[src/rtl/evt_xlate_pkg.sv]
package evt_xlate_pkg;
  typedef enum logic [1:0] {OP_TRIGGER = 2'd0, OP_CLEAR = 2'd1, OP_DISCARD = 2'd2} opKind_e;
  typedef enum logic [1:0] {RES_CONTINUE = 2'd0, RES_IGNORE = 2'd1, RES_STALL = 2'd2} walkRes_e;
  typedef enum logic [1:0] {SEL_DEV, SEL_ITE_LO, SEL_ITE_HI, SEL_COL} addrSel_e;

  // strobes from control to datapath
  typedef struct packed {
    logic     latchReq;
    logic     loadDev;
    logic     loadItel;
    logic     loadIteh;
    logic     loadCol;
    addrSel_e addrSel;
  } dpCtl_t;

  // checks evaluated by the datapath on the word being returned
  typedef struct packed {
    logic devOor;
    logic devOk;
    logic evtOor;
    logic iteOk;
    logic colOor;
    logic colOk;
    logic tgtOor;
  } dpFlag_t;
endpackage

[src/rtl/evt_xlate_dp.sv]
module evt_xlate_dp
  import evt_xlate_pkg::*;
#(
  parameter int AW      = 32,
  parameter int DEVW    = 8,
  parameter int EVW     = 16,
  parameter int COLW    = 8,
  parameter int PROCW   = 8,
  parameter int IDW_INT = 16
) (
  input  logic               clk,
  input  logic               rstN,
  input  dpCtl_t             ctl,
  input  logic [DEVW-1:0]    devId,
  input  logic [EVW-1:0]     eventId,
  input  logic [AW-1:0]      devBase,
  input  logic [DEVW:0]      devCount,
  input  logic [AW-1:0]      colBase,
  input  logic [COLW:0]      colCount,
  input  logic [PROCW:0]     cpuCount,
  input  logic [63:0]        memRdata,
  output dpFlag_t            flags,
  output logic [AW-1:0]      memAddr,
  output logic [63:0]        memWdata,
  output logic [PROCW-1:0]   target,
  output logic [IDW_INT-1:0] intId
);
  localparam int ITT_ALIGN = 8;
  localparam int INT_LSB   = 8;
  localparam int TGT_LSB   = 16;

  logic [DEVW-1:0]    devReg;
  logic [EVW-1:0]     evReg;
  logic [AW-1:0]      ittBase;
  logic [COLW-1:0]    colIdReg;
  logic [IDW_INT-1:0] intIdReg;
  logic [PROCW-1:0]   tgtReg;
  logic [EVW:0]       evShift;
  logic [AW-1:0]      iteLoAddr;

  always_ff @(posedge clk) begin
    if (!rstN) begin
      devReg   <= '0;
      evReg    <= '0;
      ittBase  <= '0;
      colIdReg <= '0;
      intIdReg <= '0;
      tgtReg   <= '0;
    end else begin
      if (ctl.latchReq) begin
        devReg <= devId;
        evReg  <= eventId;
      end
      if (ctl.loadDev)  ittBase  <= {memRdata[AW-1:ITT_ALIGN], {ITT_ALIGN{1'b0}}};
      if (ctl.loadItel) intIdReg <= memRdata[INT_LSB +: IDW_INT];
      if (ctl.loadIteh) colIdReg <= memRdata[COLW-1:0];
      if (ctl.loadCol)  tgtReg   <= memRdata[TGT_LSB +: PROCW];
    end
  end

  // 12-byte translation entries: 8*e + 4*e
  assign iteLoAddr = ittBase + AW'({evReg, 3'b000}) + AW'({evReg, 2'b00});

  always_comb begin
    unique case (ctl.addrSel)
      SEL_DEV:    memAddr = devBase + AW'({devReg, 3'b000});
      SEL_ITE_LO: memAddr = iteLoAddr;
      SEL_ITE_HI: memAddr = iteLoAddr + AW'(8);
      default:    memAddr = colBase + AW'({colIdReg, 3'b000});
    endcase
  end

  assign evShift      = {1'b0, evReg} >> ({1'b0, memRdata[5:1]} + 6'd1);
  assign flags.devOor = {1'b0, devId} >= devCount;
  assign flags.devOk  = memRdata[0];
  assign flags.evtOor = evShift != '0;
  assign flags.iteOk  = memRdata[0] && (memRdata[2:1] == 2'b01);
  assign flags.colOor = {1'b0, memRdata[COLW-1:0]} >= colCount;
  assign flags.colOk  = memRdata[0];
  assign flags.tgtOor = {1'b0, memRdata[TGT_LSB +: PROCW]} >= cpuCount;

  assign memWdata = '0;
  assign target   = tgtReg;
  assign intId    = intIdReg;

  AST_TGT_IN_RANGE: assert property (@(posedge clk) disable iff (!rstN)
    $past(ctl.loadCol) |-> ({1'b0, target} < cpuCount)) else $error("target out of range");
endmodule

[src/rtl/evt_xlate_ctl.sv]
module evt_xlate_ctl
  import evt_xlate_pkg::*;
(
  input  logic       clk,
  input  logic       rstN,
  input  logic       start,
  input  logic [1:0] op,
  input  logic       memAck,
  input  logic       memErr,
  input  dpFlag_t    flags,
  output dpCtl_t     ctl,
  output logic       memReq,
  output logic       memWe,
  output logic       memWide,
  output logic       pendStrobe,
  output logic       pendSet,
  output logic       done,
  output logic [1:0] result
);
  typedef enum logic [3:0] {
    ST_IDLE, ST_RD_DEV, ST_RD_ITEL, ST_RD_ITEH, ST_RD_COL,
    ST_SIGNAL, ST_WR_ITEL, ST_WR_ITEH, ST_FIN
  } walkSt_e;

  walkSt_e  state, nxt;
  walkRes_e resReg, nxtRes;
  opKind_e  opReg;

  always_ff @(posedge clk) begin
    if (!rstN) begin
      state  <= ST_IDLE;
      resReg <= RES_CONTINUE;
      opReg  <= OP_TRIGGER;
    end else begin
      state  <= nxt;
      resReg <= nxtRes;
      if (state == ST_IDLE && start) opReg <= opKind_e'(op);
    end
  end

  always_comb begin
    nxt         = state;
    nxtRes      = resReg;
    ctl         = '0;
    ctl.addrSel = SEL_DEV;
    memReq      = 1'b0;
    memWe       = 1'b0;
    unique case (state)
      ST_IDLE: if (start) begin
        ctl.latchReq = 1'b1;
        if (flags.devOor) begin nxt = ST_FIN; nxtRes = RES_IGNORE; end
        else nxt = ST_RD_DEV;
      end
      ST_RD_DEV: begin
        memReq = 1'b1;
        if (memAck) begin
          if (memErr) begin nxt = ST_FIN; nxtRes = RES_STALL; end
          else if (!flags.devOk || flags.evtOor) begin nxt = ST_FIN; nxtRes = RES_IGNORE; end
          else begin ctl.loadDev = 1'b1; nxt = ST_RD_ITEL; end
        end
      end
      ST_RD_ITEL: begin
        memReq = 1'b1; ctl.addrSel = SEL_ITE_LO;
        if (memAck) begin
          if (memErr) begin nxt = ST_FIN; nxtRes = RES_STALL; end
          else if (!flags.iteOk) begin nxt = ST_FIN; nxtRes = RES_IGNORE; end
          else begin ctl.loadItel = 1'b1; nxt = ST_RD_ITEH; end
        end
      end
      ST_RD_ITEH: begin
        memReq = 1'b1; ctl.addrSel = SEL_ITE_HI;
        if (memAck) begin
          if (memErr) begin nxt = ST_FIN; nxtRes = RES_STALL; end
          else if (flags.colOor) begin nxt = ST_FIN; nxtRes = RES_IGNORE; end
          else begin ctl.loadIteh = 1'b1; nxt = ST_RD_COL; end
        end
      end
      ST_RD_COL: begin
        memReq = 1'b1; ctl.addrSel = SEL_COL;
        if (memAck) begin
          if (memErr) begin nxt = ST_FIN; nxtRes = RES_STALL; end
          else if (!flags.colOk || flags.tgtOor) begin nxt = ST_FIN; nxtRes = RES_IGNORE; end
          else begin ctl.loadCol = 1'b1; nxt = ST_SIGNAL; end
        end
      end
      ST_SIGNAL: begin
        if (opReg == OP_DISCARD) nxt = ST_WR_ITEL;
        else begin nxt = ST_FIN; nxtRes = RES_CONTINUE; end
      end
      ST_WR_ITEL: begin
        memReq = 1'b1; memWe = 1'b1; ctl.addrSel = SEL_ITE_LO;
        if (memAck) begin
          if (memErr) begin nxt = ST_FIN; nxtRes = RES_STALL; end
          else nxt = ST_WR_ITEH;
        end
      end
      ST_WR_ITEH: begin
        memReq = 1'b1; memWe = 1'b1; ctl.addrSel = SEL_ITE_HI;
        if (memAck) begin
          nxt    = ST_FIN;
          nxtRes = memErr ? RES_STALL : RES_CONTINUE;
        end
      end
      default: nxt = ST_IDLE;
    endcase
  end

  assign memWide    = !(state == ST_RD_ITEH || state == ST_WR_ITEH);
  assign pendStrobe = state == ST_SIGNAL;
  assign pendSet    = opReg == OP_TRIGGER;
  assign done       = state == ST_FIN;
  assign result     = resReg;

  AST_DONE_PULSE: assert property (@(posedge clk) disable iff (!rstN)
    done |=> !done) else $error("done longer than one cycle");
  AST_PEND_ONE: assert property (@(posedge clk) disable iff (!rstN)
    pendStrobe |=> !pendStrobe) else $error("pending strobe repeated");
  AST_STALL_ON_ERR: assert property (@(posedge clk) disable iff (!rstN)
    (memReq && memAck && memErr) |=> (done && result == RES_STALL)) else $error("fault did not stall");
  AST_WR_ONLY_DISCARD: assert property (@(posedge clk) disable iff (!rstN)
    (memReq && memWe) |-> (opReg == OP_DISCARD)) else $error("write outside discard");
endmodule

[src/rtl/evt_xlate_top.sv]
module evt_xlate_top
  import evt_xlate_pkg::*;
#(
  parameter int AW      = 32,
  parameter int DEVW    = 8,
  parameter int EVW     = 16,
  parameter int COLW    = 8,
  parameter int PROCW   = 8,
  parameter int IDW_INT = 16
) (
  input  logic               clk,
  input  logic               rstN,
  input  logic               start,
  input  logic [1:0]         op,
  input  logic [DEVW-1:0]    devId,
  input  logic [EVW-1:0]     eventId,
  input  logic [AW-1:0]      devBase,
  input  logic [DEVW:0]      devCount,
  input  logic [AW-1:0]      colBase,
  input  logic [COLW:0]      colCount,
  input  logic [PROCW:0]     cpuCount,
  output logic               memReq,
  output logic               memWe,
  output logic               memWide,
  output logic [AW-1:0]      memAddr,
  output logic [63:0]        memWdata,
  input  logic               memAck,
  input  logic               memErr,
  input  logic [63:0]        memRdata,
  output logic               pendStrobe,
  output logic               pendSet,
  output logic [PROCW-1:0]   target,
  output logic [IDW_INT-1:0] intId,
  output logic               done,
  output logic [1:0]         result
);
  dpCtl_t  ctl;
  dpFlag_t flags;

  evt_xlate_ctl u_ctl (
    .clk, .rstN, .start, .op, .memAck, .memErr, .flags, .ctl,
    .memReq, .memWe, .memWide, .pendStrobe, .pendSet, .done, .result
  );

  evt_xlate_dp #(
    .AW(AW), .DEVW(DEVW), .EVW(EVW), .COLW(COLW), .PROCW(PROCW), .IDW_INT(IDW_INT)
  ) u_dp (
    .clk, .rstN, .ctl, .devId, .eventId, .devBase, .devCount, .colBase,
    .colCount, .cpuCount, .memRdata, .flags, .memAddr, .memWdata, .target, .intId
  );

  AST_REQ_HOLD: assert property (@(posedge clk) disable iff (!rstN)
    (memReq && !memAck) |=> (memReq && $stable(memAddr))) else $error("request dropped or moved");
endmodule

[config.mk]
export PLATFORM = sky130hd
export DESIGN_NAME = evt_xlate_top
export DESIGN_NICKNAME = d
export VERILOG_FILES = /design/src/rtl/evt_xlate_pkg.sv /design/src/rtl/evt_xlate_dp.sv /design/src/rtl/evt_xlate_ctl.sv /design/src/rtl/evt_xlate_top.sv
export SDC_FILE = /design/constraint.sdc
export NUM_CORES = 1
export LEC_CHECK = 0
export CORE_UTILIZATION = 55
export CTS_CLUSTER_DIAMETER = 100
export DETAILED_ROUTE_END_ITERATION = 12
export DONT_BUFFER_PORTS = 1
export PLACE_DENSITY = 0.73
export SYNTH_ARGS = -nofsm -noshare
export SYNTH_HDL_FRONTEND = slang
export SYNTH_SLANG_ARGS = --single-unit
[constraint.sdc]
create_clock -name clk -period 6.1 [get_ports clk]
set_input_delay 1.83 -clock clk [delete_from_list [all_inputs] [get_ports clk]]
set_output_delay 1.83 -clock clk [all_outputs]
set_load 0.03 [all_outputs]
==> results by group <==
STA
  – Worst slew pin tran: 1050 ps
  – RSZ-0062 raised after global routing: yes
  – Final WS setup: -26.3 ps
  – # setup viols final: 3
  – Final hold vios: 0
  – Skew final: 8.96 ps
  – Fmax achieved: 0.163 GHz
  – Final Critical Period: 6130 ps
  – Final Max Tran Viols: 0
  – Final period utilization: 100%
  – Relative max-transition margin: 29.4%

Clocking
  – TritonCTS clock tree: built
  – CTS Buf Count: 9
  – Max Buffers Root-to-Sink: 2
  – Clock Latency Late Sink: 350 ps
  – Clock root buffer: clkbuf_16
  – Hold_buf cts: 0
  – H-tree Lvls: 3
  – Sink Count: 88
  – Worst-path clk slew: 60 ps

Route
  – 1st-iter DRT viols: 558
  – Routed wire per std cell: 17.7 um
  – Routed Antenna Nets: 0
  – DRT Pass-1 Iters: 5
  – Vias: 8363
  – Drt drc: 0
  – Final wirelength: 25100 um
  – Vias per inst: 5.89

Final layout
  – Nets: 1463
  – Most frequent cells in the layout: 118 x nand2_1, 113 x nor2_1, 78 x dfxtp_1
  – Number of fill cells: 1474
  – Area grow syn2layout: 11.0%
  – Commonest non-fill, non-tap cell in the layout: nand2_1
  – Reg area: 1780 um^2
  – Area occupied by multi-input gates: 7000 um^2
  – Fin util: 63.2%
  – Final Non-Filler Cells: 1420
  – Share of layout cells above drive strength 1: 16.9%
  – Final antenna diode count: 0

Synth
  – Post-synthesis adder-cell area fraction: 11.5%
  – Yosys top cell by area: dfxtp_1
  – Synth Area in Compound Gates: 19.6%
  – Synth Area in XOR/XNOR: 8.26%
  – Share of the synthesized area in the top cell type: 19.4%
  – Area contributors post-synth: dfxtp_1 19%, ha_1 8.7%, mux2i_1 6.8%
  – Main combinational cell family by area after synthesis: simple AND/OR/NAND/NOR gates
  – Mux contribution to synthesized area: 7.06%
  – Yosys reg bits: 88
  – Ys flop type: dfxtp_1
  – Asr flop ratio synth: 0%
  – Avg Cell Area, Syn: 7.79 um^2
  – Mapped Cells: 1169
  – Simple-gate area share of the yosys netlist: 23.4%
  – Synth cell types: 88
  – Register area share after synthesis: 19.4%
  – Synthesized area: 9100 um^2
  – Post-synth EDFFs: 0
  – Yosys Warn Count: 0

Run status
  – Status: complete, but fails checks
  – Failing checks: setup timing

GRT
  – Congestion Overflow GR: 0
  – Initial antenna violation count: 0
  – Largest net degree at the start of global routing: 83
  – First-pass GRT wire length: 38100 um
  – GRT Util Overall: 28.6%
  – Vias in the first global route: 7714

Critical path
  – Crit Path Max Fanout: 4
  – Critical path class: in2out
  – CP startpoint kind: input pin
  – Worst r2r src: u_ctl.state[1]$_SDFFE_PN0P_
  – Data required, critical path: 4270 ps
  – Critical path arrival: 4300 ps
  – Endpoint class of the critical path: primary output
  – CP startpoint: devBase[5]

Place
  – HPWL Detailed: 19400 um
  – Gp weighted congestion: 0.889
  – # placed instances: 1381
  – Dpl ws: -185 ps
  – IO Port Bufs: 0

Power and ir drop
  – Cell Pwr Density: 291 nW/um^2
  – Max IR drop VDD: 212 uV
  – P_leak: 4.28 nW
  – Pwr Total: 2.94 mW

Floorplan
  – Die height: 131 um
  – Initial core utilization: 56.9%
  – IO Pins: 314
  – Row Count: 46
  – Die Wd: 131 um
  – Core ar.: 16000 um^2
  – DIE AREA: 17100 um^2

Run
  – Number of max-cap violations: 0

Worst hold path
  – Worst hold path startpoint: u_dp.devReg[4]$_SDFFE_PN0P_
  – Worst min path class: reg2reg
## synthesized netlist by cell type, types with 5 or more instances
cell type / instances
and4_1: 7
a2111oi_0: 5
inv_1: 53
ha_1: 63
o31ai_1: 6
o21ai_0: 45
a31oi_1: 6
nand4b_1: 5
nand2_1: 118
nor4_1: 14
nand2b_1: 10
o21bai_1: 7
and2_1: 8
clkbuf_1: 30
nor2_1: 113
fa_1: 13
a211oi_1: 9
a21oi_1: 67
nand4_1: 9
and3_1: 15
dfxtp_1: 88
mux2i_1: 62
nor3b_1: 9
a21o_1: 19
a22oi_1: 17
o22ai_1: 5
xor2_1: 44
or2_2: 9
a31o_2: 5
nor3_1: 27
buf_6: 6
o221ai_1: 8
or3_1: 8
a211o_1: 8
o211ai_1: 8
nor2b_1: 11
or4_1: 5
nand3_1: 37
buf_4: 67
xnor2_1: 40
o21a_1: 6
buf_2: 12
## layout make-up
| type | count | share of cell area [%] |
|---|---|---|
| clock inverter | 3 | 0.186 |
| clock buffer | 11 | 2.50 |
| timing repair buffer | 77 | 5.83 |
| inverter | 53 | 1.97 |
| multi-input combinational | 972 | 69.2 |
| tap | 216 | 2.67 |
| sequential | 88 | 17.6 |
## repair_timing
action	CTS	global route
endpoints found under the setup margin	17	17
pin swaps	9	30
buffers inserted	13	12
resized for setup	33	58
## report_power, final
group / internal, mW / switching (mW) / leakage [nW]
combinational: 0.636 / 1.04 / 3.43
clock: 0.293 / 0.223 / 0.137
sequential: 0.639 / 0.107 / 0.718
total: 1.57 / 1.37 / 4.28
## kinds of logic after synthesis
kind of cell | count (synthesis)
AO/OA/AOI/OAI | 255
other | 1
buffers and inverters | 172
multiplexers | 64
adder cells (fa/ha/maj) | 76
flip-flops | 88
AND/OR/NAND/NOR | 428
XOR/XNOR | 85
## layer usage
metal	global-route usage, %	share of wire (%)	vias to the layer above
li1	-	-	4083
met1	35.8	42	3889
met2	47.8	47	342
met3	6.27	8.1	49
met4	11.1	2.5	0
met5	0	0	-
## worst max-delay path, stage by stage
cell and delay, ps:
ha_1 330, a21o_1 160, a21oi_2 70, buf_4 140
buf_4 120, buf_4 120, buf_4 120, buf_4 120
buf_4 120, buf_4 120, buf_4 130, buf_4 120
buf_4 120, buf_4 120, xnor2_1 110, nand2_1 70
o221ai_1 130, buf_4 230
## stage by stage
| stage | area [um^2] | hold slack [ps] | setup TNS [ps] |
|---|---|---|---|
| CTS | 9740 | 465 | -129 |
| floorplan | 9360 | 440 | 0 |
| finish | 10100 | 464 | -58.5 |
| detailed placement | 9240 | 454 | -933 |
| global route | 10100 | 492 | -503 |
| global placement | 9240 | 448 | -458 |
## sequential cells by signal, summed over array words and instances, names as in the netlist
register	flops
u_ctl.result	2
u_dp.colIdReg	8
u_dp.intId	16
u_dp.evReg	16
u_dp.target	8
u_dp.devReg	8
u_ctl.state	4
u_ctl.opReg	2
u_dp.ittBase	24
## worst paths after layout
| kind | to | slack, ps | cells past startpoint |
|---|---|---|---|
| max | memAddr[7] | -30 | 18 |
| min | u_dp.devReg[4]$_SDFFE_PN0P_ | 460 | 2 |
| max reg2reg | u_dp.intId[11]$_SDFFE_PN0P_ | 2880 | 5 |
| min reg2reg | u_dp.devReg[4]$_SDFFE_PN0P_ | 460 | 2 |
No activity file was read; power rests on OpenSTA's default activity.
